File: src/rtl/mbox_tx_pkg.sv
// Package: shared types and header layout for the mailbox transmit fragmenter.
// Assumes 32-bit slots and a 9-bit length field in the header.
package mbox_tx_pkg;

    typedef enum logic [1:0] {
        TX_OK        = 2'd0,
        TX_TIMEOUT   = 2'd1,
        TX_NOT_READY = 2'd2,
        TX_EMPTY     = 2'd3
    } tx_status_e;

    typedef enum logic [2:0] {
        ST_IDLE,
        ST_WAIT_HDR,
        ST_WAIT_BODY,
        ST_BODY,
        ST_IRQ
    } tx_state_e;

    localparam int LEN_FIELD_MAX = 511;

    // Assemble a header slot from its fields.
    function automatic logic [31:0] build_hdr(input logic       last,
                                              input logic [8:0] len,
                                              input logic [7:0] host,
                                              input logic [7:0] client);
        return {last, 6'b0, len, host, client};
    endfunction

endpackage

File: src/rtl/mbox_tx_timer.sv
// Module: wait-cycle counter for the transmit fragmenter.
// Counts consecutive cycles spent waiting for mailbox space. It flags expiry
// when the count equals the programmed limit. Clear has priority over count.
module mbox_tx_timer #(
    parameter int TO_W = 24
) (
    input  logic            clk,
    input  logic            rst_n,
    input  logic            clr,
    input  logic            inc,
    input  logic [TO_W-1:0] limit,
    output logic            expired
);

    logic [TO_W-1:0] cnt_q;

    // Count waiting cycles, restart on clear.
    always_ff @(posedge clk) begin
        if (!rst_n || clr) begin
            cnt_q <= '0;
        end else if (inc) begin
            cnt_q <= cnt_q + 1'b1;
        end
    end

    // Expiry once the count has reached the limit.
    always_comb begin
        expired = (cnt_q == limit);
    end

endmodule

File: src/rtl/mbox_tx_packer.sv
// Module: byte-to-slot packer.
// Collects accepted bytes little-endian into a 32-bit slot. It emits the slot
// one cycle after the fourth byte, or after a byte marked as the fragment's
// last. Unfilled bytes are zero because the accumulator clears after each emit.
module mbox_tx_packer (
    input  logic        clk,
    input  logic        rst_n,
    input  logic        byte_take,
    input  logic [7:0]  byte_in,
    input  logic        byte_last,
    output logic        word_vld,
    output logic [31:0] word
);

    logic [31:0] acc_q;
    logic [1:0]  idx_q;
    logic [31:0] merged;

    // Place the incoming byte at its lane within the partial slot.
    always_comb begin
        merged = acc_q;
        merged[8*idx_q +: 8] = byte_in;
    end

    // Accumulate bytes and emit a slot when full or at fragment end.
    always_ff @(posedge clk) begin
        if (!rst_n) begin
            acc_q    <= '0;
            idx_q    <= '0;
            word_vld <= 1'b0;
            word     <= '0;
        end else begin
            word_vld <= 1'b0;
            if (byte_take) begin
                if (idx_q == 2'd3 || byte_last) begin
                    word     <= merged;
                    word_vld <= 1'b1;
                    acc_q    <= '0;
                    idx_q    <= '0;
                end else begin
                    acc_q <= merged;
                    idx_q <= idx_q + 2'd1;
                end
            end
        end
    end

endmodule

File: src/rtl/mbox_tx_ctrl.sv
// Module: fragment sequencer.
// Splits a message into fragments no larger than the cap. Waits for header and
// payload space, issues the header, paces the payload bytes, then raises
// interrupt-generate and checks peer ready. Assumes MSG_LEN_W >= 9 and DEPTH >= 2.
module mbox_tx_ctrl
    import mbox_tx_pkg::*;
#(
    parameter int DEPTH     = 16,
    parameter int MSG_LEN_W = 16,
    parameter int TO_W      = 24,
    parameter int SLOT_W    = 5
) (
    input  logic                 clk,
    input  logic                 rst_n,
    input  logic                 start,
    input  logic [MSG_LEN_W-1:0] msg_len,
    input  logic [7:0]           host_addr,
    input  logic [7:0]           client_addr,
    input  logic [TO_W-1:0]      timeout_limit,
    input  logic [SLOT_W-1:0]    free_slots,
    input  logic                 peer_ready,
    input  logic                 byte_take,
    output logic                 take_en,
    output logic                 take_last,
    output logic                 hdr_wr,
    output logic [31:0]          hdr_word,
    output logic                 irq_gen,
    output logic                 busy,
    output logic                 done,
    output tx_status_e           status,
    output logic                 tmr_clr,
    output logic                 tmr_inc,
    output logic [TO_W-1:0]      tmr_limit,
    input  logic                 tmr_exp
);

    localparam int RAW_BYTES = DEPTH * 4;
    localparam int LEN_CAP   = (RAW_BYTES < LEN_FIELD_MAX) ? RAW_BYTES : LEN_FIELD_MAX;
    localparam int FRAG_MAX  = LEN_CAP - 4;

    tx_state_e              state_q;
    logic [MSG_LEN_W-1:0]   rem_q;
    logic [8:0]             frag_q;
    logic [8:0]             left_q;
    logic                   last_q;
    logic [7:0]             host_q;
    logic [7:0]             client_q;
    logic [31:0]            need_slots;
    logic [31:0]            have_slots;
    logic                   hdr_room;
    logic                   body_room;

    // Size of the next fragment for a given remaining byte count.
    function automatic logic [8:0] frag_of(input logic [MSG_LEN_W-1:0] rem);
        if (rem > MSG_LEN_W'(FRAG_MAX)) begin
            return 9'(FRAG_MAX);
        end
        return 9'(rem);
    endfunction

    // Space tests against the mailbox free count.
    always_comb begin
        need_slots = (32'(frag_q) + 32'd3) >> 2;
        have_slots = 32'(free_slots);
        hdr_room   = (have_slots != 32'd0);
        body_room  = (have_slots >= need_slots);
    end

    // Stream handshake and timer control derived from the current state.
    always_comb begin
        take_en   = (state_q == ST_BODY);
        take_last = (left_q == 9'd1);
        busy      = (state_q != ST_IDLE);
        tmr_inc   = ((state_q == ST_WAIT_HDR)  && !hdr_room  && !tmr_exp) ||
                    ((state_q == ST_WAIT_BODY) && !body_room && !tmr_exp);
        tmr_clr   = !((state_q == ST_WAIT_HDR) || (state_q == ST_WAIT_BODY)) ||
                    ((state_q == ST_WAIT_HDR) && hdr_room);
    end

    // Sequence the fragments and register every outward strobe.
    always_ff @(posedge clk) begin
        if (!rst_n) begin
            state_q   <= ST_IDLE;
            rem_q     <= '0;
            frag_q    <= '0;
            left_q    <= '0;
            last_q    <= 1'b0;
            host_q    <= '0;
            client_q  <= '0;
            tmr_limit <= '0;
            hdr_wr    <= 1'b0;
            hdr_word  <= '0;
            irq_gen   <= 1'b0;
            done      <= 1'b0;
            status    <= TX_OK;
        end else begin
            hdr_wr  <= 1'b0;
            irq_gen <= 1'b0;
            done    <= 1'b0;
            unique case (state_q)
                ST_IDLE: begin
                    if (start) begin
                        host_q    <= host_addr;
                        client_q  <= client_addr;
                        tmr_limit <= timeout_limit;
                        if (msg_len == '0) begin
                            done   <= 1'b1;
                            status <= TX_EMPTY;
                        end else begin
                            rem_q   <= msg_len;
                            frag_q  <= frag_of(msg_len);
                            last_q  <= (msg_len <= MSG_LEN_W'(FRAG_MAX));
                            state_q <= ST_WAIT_HDR;
                        end
                    end
                end
                ST_WAIT_HDR: begin
                    if (hdr_room) begin
                        hdr_wr   <= 1'b1;
                        hdr_word <= build_hdr(last_q, frag_q, host_q, client_q);
                        state_q  <= ST_WAIT_BODY;
                    end else if (tmr_exp) begin
                        done    <= 1'b1;
                        status  <= TX_TIMEOUT;
                        state_q <= ST_IDLE;
                    end
                end
                ST_WAIT_BODY: begin
                    if (body_room) begin
                        left_q  <= frag_q;
                        state_q <= ST_BODY;
                    end else if (tmr_exp) begin
                        done    <= 1'b1;
                        status  <= TX_TIMEOUT;
                        state_q <= ST_IDLE;
                    end
                end
                ST_BODY: begin
                    if (byte_take) begin
                        left_q <= left_q - 9'd1;
                        rem_q  <= rem_q - 1'b1;
                        if (left_q == 9'd1) begin
                            state_q <= ST_IRQ;
                        end
                    end
                end
                ST_IRQ: begin
                    irq_gen <= 1'b1;
                    if (!peer_ready) begin
                        done    <= 1'b1;
                        status  <= TX_NOT_READY;
                        state_q <= ST_IDLE;
                    end else if (last_q) begin
                        done    <= 1'b1;
                        status  <= TX_OK;
                        state_q <= ST_IDLE;
                    end else begin
                        frag_q  <= frag_of(rem_q);
                        last_q  <= (rem_q <= MSG_LEN_W'(FRAG_MAX));
                        state_q <= ST_WAIT_HDR;
                    end
                end
                default: state_q <= ST_IDLE;
            endcase
        end
    end

endmodule

File: src/rtl/mbox_tx_fragmenter.sv
// Module: mailbox message transmit fragmenter (top).
// Joins the sequencer, the byte packer and the wait timer. Header and payload
// writes never coincide, so the write port is a simple merge of both sources.
// Assumes the mailbox's free count reflects completed writes.
module mbox_tx_fragmenter
    import mbox_tx_pkg::*;
#(
    parameter int DEPTH     = 16,
    parameter int MSG_LEN_W = 16,
    parameter int TO_W      = 24,
    localparam int SLOT_W   = $clog2(DEPTH + 1)
) (
    input  logic                 clk,
    input  logic                 rst_n,
    input  logic                 start,
    input  logic [MSG_LEN_W-1:0] msg_len,
    input  logic [7:0]           host_addr,
    input  logic [7:0]           client_addr,
    input  logic [TO_W-1:0]      timeout_limit,
    input  logic                 in_valid,
    input  logic [7:0]           in_data,
    output logic                 in_ready,
    input  logic [SLOT_W-1:0]    free_slots,
    input  logic                 peer_ready,
    output logic                 wr_en,
    output logic [31:0]          wr_data,
    output logic                 irq_gen,
    output logic                 busy,
    output logic                 done,
    output logic [1:0]           status
);

    logic            byte_take;
    logic            take_en;
    logic            take_last;
    logic            hdr_wr;
    logic [31:0]     hdr_word;
    logic            pk_vld;
    logic [31:0]     pk_word;
    logic            tmr_clr;
    logic            tmr_inc;
    logic            tmr_exp;
    logic [TO_W-1:0] tmr_limit;
    tx_status_e      status_e;

    // Stream handshake and write-port merge.
    always_comb begin
        in_ready  = take_en;
        byte_take = in_valid && take_en;
        wr_en     = hdr_wr || pk_vld;
        wr_data   = hdr_wr ? hdr_word : pk_word;
        status    = status_e;
    end

    mbox_tx_ctrl #(
        .DEPTH     (DEPTH),
        .MSG_LEN_W (MSG_LEN_W),
        .TO_W      (TO_W),
        .SLOT_W    (SLOT_W)
    ) u_ctrl (
        .clk           (clk),
        .rst_n         (rst_n),
        .start         (start),
        .msg_len       (msg_len),
        .host_addr     (host_addr),
        .client_addr   (client_addr),
        .timeout_limit (timeout_limit),
        .free_slots    (free_slots),
        .peer_ready    (peer_ready),
        .byte_take     (byte_take),
        .take_en       (take_en),
        .take_last     (take_last),
        .hdr_wr        (hdr_wr),
        .hdr_word      (hdr_word),
        .irq_gen       (irq_gen),
        .busy          (busy),
        .done          (done),
        .status        (status_e),
        .tmr_clr       (tmr_clr),
        .tmr_inc       (tmr_inc),
        .tmr_limit     (tmr_limit),
        .tmr_exp       (tmr_exp)
    );

    mbox_tx_packer u_packer (
        .clk       (clk),
        .rst_n     (rst_n),
        .byte_take (byte_take),
        .byte_in   (in_data),
        .byte_last (take_last),
        .word_vld  (pk_vld),
        .word      (pk_word)
    );

    mbox_tx_timer #(
        .TO_W (TO_W)
    ) u_timer (
        .clk     (clk),
        .rst_n   (rst_n),
        .clr     (tmr_clr),
        .inc     (tmr_inc),
        .limit   (tmr_limit),
        .expired (tmr_exp)
    );

endmodule

File: config.mk
export PLATFORM = sky130hd
export DESIGN_NAME = mbox_tx_fragmenter
export DESIGN_NICKNAME = d
export VERILOG_FILES = /design/src/rtl/mbox_tx_pkg.sv /design/src/rtl/mbox_tx_timer.sv /design/src/rtl/mbox_tx_packer.sv /design/src/rtl/mbox_tx_ctrl.sv /design/src/rtl/mbox_tx_fragmenter.sv
export SDC_FILE = /design/constraint.sdc
export NUM_CORES = 1
export LEC_CHECK = 0
export CAP_MARGIN = 20
export CORE_MARGIN = 3
export CORE_UTILIZATION = 38
export DETAILED_ROUTE_END_ITERATION = 8
export PLACE_DENSITY = 0.69
export SLEW_MARGIN = 10
export SYNTH_ARGS = -nofsm -noshare
export SYNTH_HDL_FRONTEND = slang
export SYNTH_SLANG_ARGS = --single-unit
File: constraint.sdc
create_clock -name clk -period 3.8 [get_ports clk]
set_input_delay 0.76 -clock clk [delete_from_list [all_inputs] [get_ports clk]]
set_output_delay 0.76 -clock clk [all_outputs]
set_load 0.1 [all_outputs]
==> Word level (Yosys, flattened, before mapping) <==
Cells that the tools add are included.
{ "totals": {"ff_bits": 200, "out_inout_bits": 39, "wordCells": 149} }
{ "classes": {"add_sub_neg": 6, "order_cmp": 5, "n_eq_ne": 18, "shift": 2, "n_mux": 64, "n_reduce_logical": 36} }
{ "op_table": {"columns": ["operator", "count"], "rows": [
  ["$mux 9", 10],
  ["$mux 32", 2],
  ["$mux 16", 3],
  ["$pmux 9 s2", 2],
  ["$neg 5->34", 1],
  ["$shift 8x34->32 const A", 1],
  ["$shiftx 8x34->32", 1],
  ["$bwmux 32", 1],
  ["$gt 16x6->1 const B", 2],
  ["$le 16x6->1 const B", 2],
  ["$pmux 16 s2", 1],
  ["$ge 5x30->1", 1],
  ["$mux 1", 25],
  ["$add 24x1->24 const B", 1],
  ["$eq 24x24->1", 1],
  ["$mux 3", 8],
  ["$logic_not 16->1", 1],
  ["$mux 2", 8],
  ["$sub 16x1->16 const B", 1],
  ["$pmux 3 s5", 1],
  ["$ne 2x2->1 const B", 7],
  ["$reduce_and 4->1", 3],
  ["$add 9x2->10 const B", 1],
  ["$reduce_and 2->1", 5],
  ["23 further kinds", 42]
]} }

==> Depth between registers and ports, before layout <==
{ "depth": {"word_depth": 10, "ltp_mapped": 11} }

==> Hierarchy <==
From an unflattened synthesis, not the netlist that was laid out.
{ "hier_totals": {"hier_cells": 1169, "hier_area_um2": 9830.7} }
{ "modules_own_cells": {"columns": ["mod", "instances", "cells_each", "area_per_inst_um2", "seq_area_each_um2"], "rows": [
  ["mbox_tx_ctrl", 1, 683, 5151.2, 2182.1],
  ["mbox_tx_packer", 1, 290, 2737.6, 1341.3],
  ["mbox_tx_timer", 1, 158, 1388.8, 480.5],
  ["mbox_tx_fragmenter", 1, 38, 553.0, 0.0]
]} }

==> Worst setup path after synthesis <==
Ideal clock, no wire load.
{ "synth_path": {"path_kind": "in2reg", "start": "input free_slots[4]", "end": "register u_timer.cnt_q[19]", "setup_ps": 71, "arrival_time_ps": 2821, "required_time_ps": 3729, "path_slack_ps": 908, "cell_stages": 7, "path_buffers": 1, "path_cell_list": "or4_4 > o31a_1 > a311oi_4 > o2111ai_2 > buf_6 > or3_1 > a21oi_1"} }
{ "synth_via": {"elab_chain_len": 5, "word_cells_on_any_way": 12, "classes_between": "1 x order compare; 11 x reduce/logical"} }
{ "synth_lines": {"columns": ["element", "line", "text"], "rows": [
  ["start: declaration", "mbox_tx_fragmenter.sv:23", "input logic [SLOT_W-1:0] free_slots,"],
  ["$ge 5x30->1 / $reduce_bool 5->1 (equally long branches)", "mbox_tx_ctrl.sv:66, mbox_tx_ctrl.sv:65", null],
  ["$logic_not 1->1, on equally long branches", "mbox_tx_ctrl.sv:75, mbox_tx_ctrl.sv:74", null],
  ["$logic_and 1x1->1, on equally long branches (2 in a row)", "mbox_tx_ctrl.sv:75, mbox_tx_ctrl.sv:74", null],
  ["$logic_or 1x1->1", "mbox_tx_ctrl.sv:74", "tmr_inc = ((state_q == ST_WAIT_HDR) && !hdr_room && !tmr_exp) ||"],
  ["end signal: assignment", "mbox_tx_timer.sv:22", "cnt_q <= cnt_q + 1'b1;"],
  ["end: declaration", "mbox_tx_timer.sv:15", "logic [TO_W-1:0] cnt_q;"]
]} }
Several ways; a longest one is shown, not always the timed one.
A chain may end at the register's enable or synchronous reset.

==> Final worst setup path <==
{ "layout_path": {"start": "register u_ctrl.frag_q[1]", "end": "register u_timer.cnt_q[23]"} }
{ "layout_via": {"elab_chain_len": 6} }
{ "layout_lines": {"columns": ["element", "line", "text"], "rows": [
  ["start: declaration", "mbox_tx_ctrl.sv:43", "logic [8:0] frag_q;"],
  ["start signal: assignment", "mbox_tx_ctrl.sv:111", "frag_q <= frag_of(msg_len);"],
  ["start signal: assignment", "mbox_tx_ctrl.sv:158", "frag_q <= frag_of(rem_q);"],
  ["$add 9x2->10", "mbox_tx_ctrl.sv:63", "need_slots = (32'(frag_q) + 32'd3) >> 2;"],
  ["$ge 5x30->1", "mbox_tx_ctrl.sv:66", "body_room = (have_slots >= need_slots);"],
  ["$logic_not 1->1", "mbox_tx_ctrl.sv:75", "((state_q == ST_WAIT_BODY) && !body_room && !tmr_exp);"],
  ["$logic_and 1x1->1 (2 in a row)", "mbox_tx_ctrl.sv:75", null],
  ["$logic_or 1x1->1", "mbox_tx_ctrl.sv:74", null]
]} }
No other way between the ends.

==> flow_metrics.env <==
export IMPL_status="completed"
export IMPL_ios=113
export IMPL_timing_slew_headroom_pct=33.7
export IMPL_viasPerCell=5.35
export IMPL_vias=8716
export IMPL_finalSetupViolCount=0
export IMPL_htreeDepth=4
export IMPL_postCtsSetupBuffers=0
export IMPL_max_vdd_ir_drop_v=0.000287
export IMPL_die_area_um2=27500
export IMPL_die_w_um=166
export IMPL_grt_setup_unrepaired="false"
export IMPL_hold_viol_final=0
export IMPL_syn_area_um2=9720
export IMPL_syn_inst=1212
export IMPL_nets=1383
export IMPL_p_leak_nw=4.70
export IMPL_yosysWarnings=0
export IMPL_first_pass_iters=5
export IMPL_tightest_slew_ns=0.992
export IMPL_synthTopCellsByArea="dfxtp_1, nand2_1, a21boi_0"
export IMPL_synth_most_common_cell="nand2_1"
export IMPL_synth_area_leader_cell="dfxtp_1"
export IMPL_power_density_nw_per_um2=532
export IMPL_clock_latency_ns=0.44
export IMPL_cts_max_path_buffers=2
export IMPL_syn_avg_cell_area_um2=8.02
export IMPL_rrSetupSlack_ns=0.55
export IMPL_crit_path_max_fanout=10
export IMPL_io_buffers=112
export IMPL_drtIter0Drc=540
export IMPL_drv_slew=0
export IMPL_m1WireLength_um=12300
export IMPL_timing_setup_critical_path_class="flop to flop"
export IMPL_initial_utilization_pct=39.3
export IMPL_whs_path_depth=2
export IMPL_skew_ns=0.0101
export IMPL_cts_resized_gates=0
export IMPL_finalWirelength_um=25600
export IMPL_synth_nets=1302
export IMPL_grt_max_degree=59
export IMPL_ys_top_cells_by_count="nand2_1, dfxtp_1, nor2_1"
export IMPL_cts_num_sinks=200
export IMPL_r2r_cells=11
export IMPL_wl_met2_um=11700
export IMPL_min_from="u_ctrl.hdr_word[11]"
export IMPL_postLayoutCellArea_um2=11700
export IMPL_drc_errors=0
export IMPL_fmax_mhz=307
export IMPL_crit_path_start_kind="flop"
export IMPL_synth_edf_count=0
export IMPL_fin_tns_setup_ns=0
export IMPL_rows=57
export IMPL_postSynth_asyncResetShare_pct=0
export IMPL_cts_root_buf="clkbuf_16"
export IMPL_top_layer="met4"
export IMPL_placed_cell_area_um2=11100
export IMPL_place_congestion=0.864
export IMPL_synth_top_cell_area_share_pct=41.2
export IMPL_endpoint_kind="flop"
export IMPL_yosysSeqAreaShare_pct=41.2
export IMPL_gr_usage_all_layers_pct=18.1
export IMPL_grt_overflow_total=0
export IMPL_fin_crit_sh_pct=85.7
export IMPL_cts_tree="built"
export IMPL_fin_crit_ns=3.25
export IMPL_postCtsHoldBufs=0
export IMPL_antenna_found_initial=0
export IMPL_hpwlAfterDp_um=17800
export IMPL_cp_arrival_ns=3.62
export IMPL_worstHoldPathType="flop to flop"
export IMPL_die_y_um=166
export IMPL_r2r_start="u_ctrl.frag_q[1]"
export IMPL_ys_seq_elements=200
export IMPL_synth_main_ff_cell="dfxtp_1"
export IMPL_timing_rr_end="u_timer.cnt_q[23]"
export IMPL_cts_buffers=17
export IMPL_wl_per_cell_um=15.7
export IMPL_ys_types=59
export IMPL_grt_pass1_vias=8133
export IMPL_drive_above_1_share_pct=10.1
export IMPL_critPathRequiredTime_ns=4.16
export IMPL_route_met3_wl_um=1080
export IMPL_grt_first_pass_wirelength_um=41900
export IMPL_max_cap_violations=0
export IMPL_antenna_left=0
export IMPL_layout_area_overhead_vs_synth_pct=20.4
export IMPL_clkTransAtPathRegs_ns=0.08
export IMPL_coreArea_um2=24700
export IMPL_hold_path_end="u_ctrl.hdr_word[11]"
[flip-flops by register name, summed over array words and instances (netlist names), 2 cells and up]
signal,count
u_packer.acc_q,32
u_packer.word,32
u_ctrl.hdr_word,26
u_ctrl.tmr_limit,24
u_timer.cnt_q,24
u_ctrl.rem_q,16
u_ctrl.frag_q,9
u_ctrl.left_q,9
u_ctrl.client_q,8
u_ctrl.host_q,8
u_ctrl.state_q,3
u_ctrl.status,2
u_packer.idx_q,2
[kinds of logic after synthesis]
family          Yosys count  synth area share (%)
mux                      54                  5.91
flops                   200                  41.2
buf+inv                 121                  4.78
compound gates          303                  20.9
fa+ha+maj                16                  2.06
simple gates            486                  22.3
xor+xnor                 32                  2.88
[worst max path at each step]
stage / startpoint / to / slack (ns) / depth (start not counted)
final: u_ctrl.frag_q[1] / u_timer.cnt_q[23] / 0.55 / 11
after global routing: u_ctrl.frag_q[3] / u_timer.cnt_q[23] / 0.38 / 11
after CTS: u_ctrl.frag_q[1] / u_timer.cnt_q[23] / 0.59 / 11
after detailed placement: free_slots[3] / u_timer.cnt_q[23] / 0.19 / 9
after global placement: free_slots[3] / u_timer.cnt_q[5] / 0.29 / 9
after floorplan: free_slots[4] / u_timer.cnt_q[19] / 0.91 / 7
[worst max-delay path, cell delays in order, from the launching register on]
cell	delay (ns)
dfxtp_1	0.48
o211a_1	0.26
nand2_1	0.08
xor2_1	0.16
ha_1	0.30
a211oi_1	0.24
o21ai_0	0.28
a311oi_4	0.38
o2111ai_2	0.27
buf_4	0.23
or3_1	0.34
a21oi_1	0.17
[metrics by stage]
stage | setup WS [ns] | cells | utilization [%] | power [mW] | hold WS, ns
3_5_place_dp | 0.188 | 1598 | 44.8 | 4.38 | 0.456
5_1_grt | 0.385 | 1629 | 47.3 | 6.57 | 0.491
4_1_cts | 0.588 | 1629 | 47.3 | 6.27 | 0.466
3_3_place_gp | 0.294 | 1598 | 44.8 | 4.35 | 0.448
6_report | 0.545 | 1630 | 47.3 | 6.22 | 0.464
2_1_floorplan | 0.908 | 1212 | - | 3.81 | 0.440
[power by group]
group	internal, mW	switching, mW
clock	1.00	0.877
sequential	2.29	0.189
combinational	0.592	1.27
[routing by layer]
layer / global-route usage [%] / up-vias
li1: - / 4331
met1: 25.2 / 4137
met2: 28.8 / 215
met3: 2.86 / 33
met4: 6.15 / 0
met5: 0 / -
[layout by cell type (no fill, tap or decap), drive strengths merged, types with 12 or more instances in the layout]
cell,netlist,routed
xor2,28,28
a21boi,83,83
or3,15,15
inv,47,54
nor2,98,98
mux2,27,27
nand2b,13,13
ha,16,16
nand2,255,255
a21oi,48,48
o21ai,80,80
nor3,13,13
nand3,14,14
nand4,12,12
nor4,15,15
buf,4,60
dfxtp,200,200
a22oi,34,34
clkdlybuf4s50,0,76
mux2i,27,27
and3,13,13
clkbuf,70,17
[layout make-up]
| type | count | area (um^2) |
|---|---|---|
| Fill cell | 2385 | 13000 |
| Timing Repair Buffer | 136 | 1230 |
| Multi-Input combinational cell | 891 | 5270 |
| Tap cell | 324 | 405 |
| Antenna cell | 1 | 2.50 |
| Clock buffer | 17 | 425 |
| Sequential cell | 200 | 4000 |
| Inverter | 47 | 176 |
| Clock inverter | 14 | 185 |
Note: power is estimated with default switching activity, not from simulation.
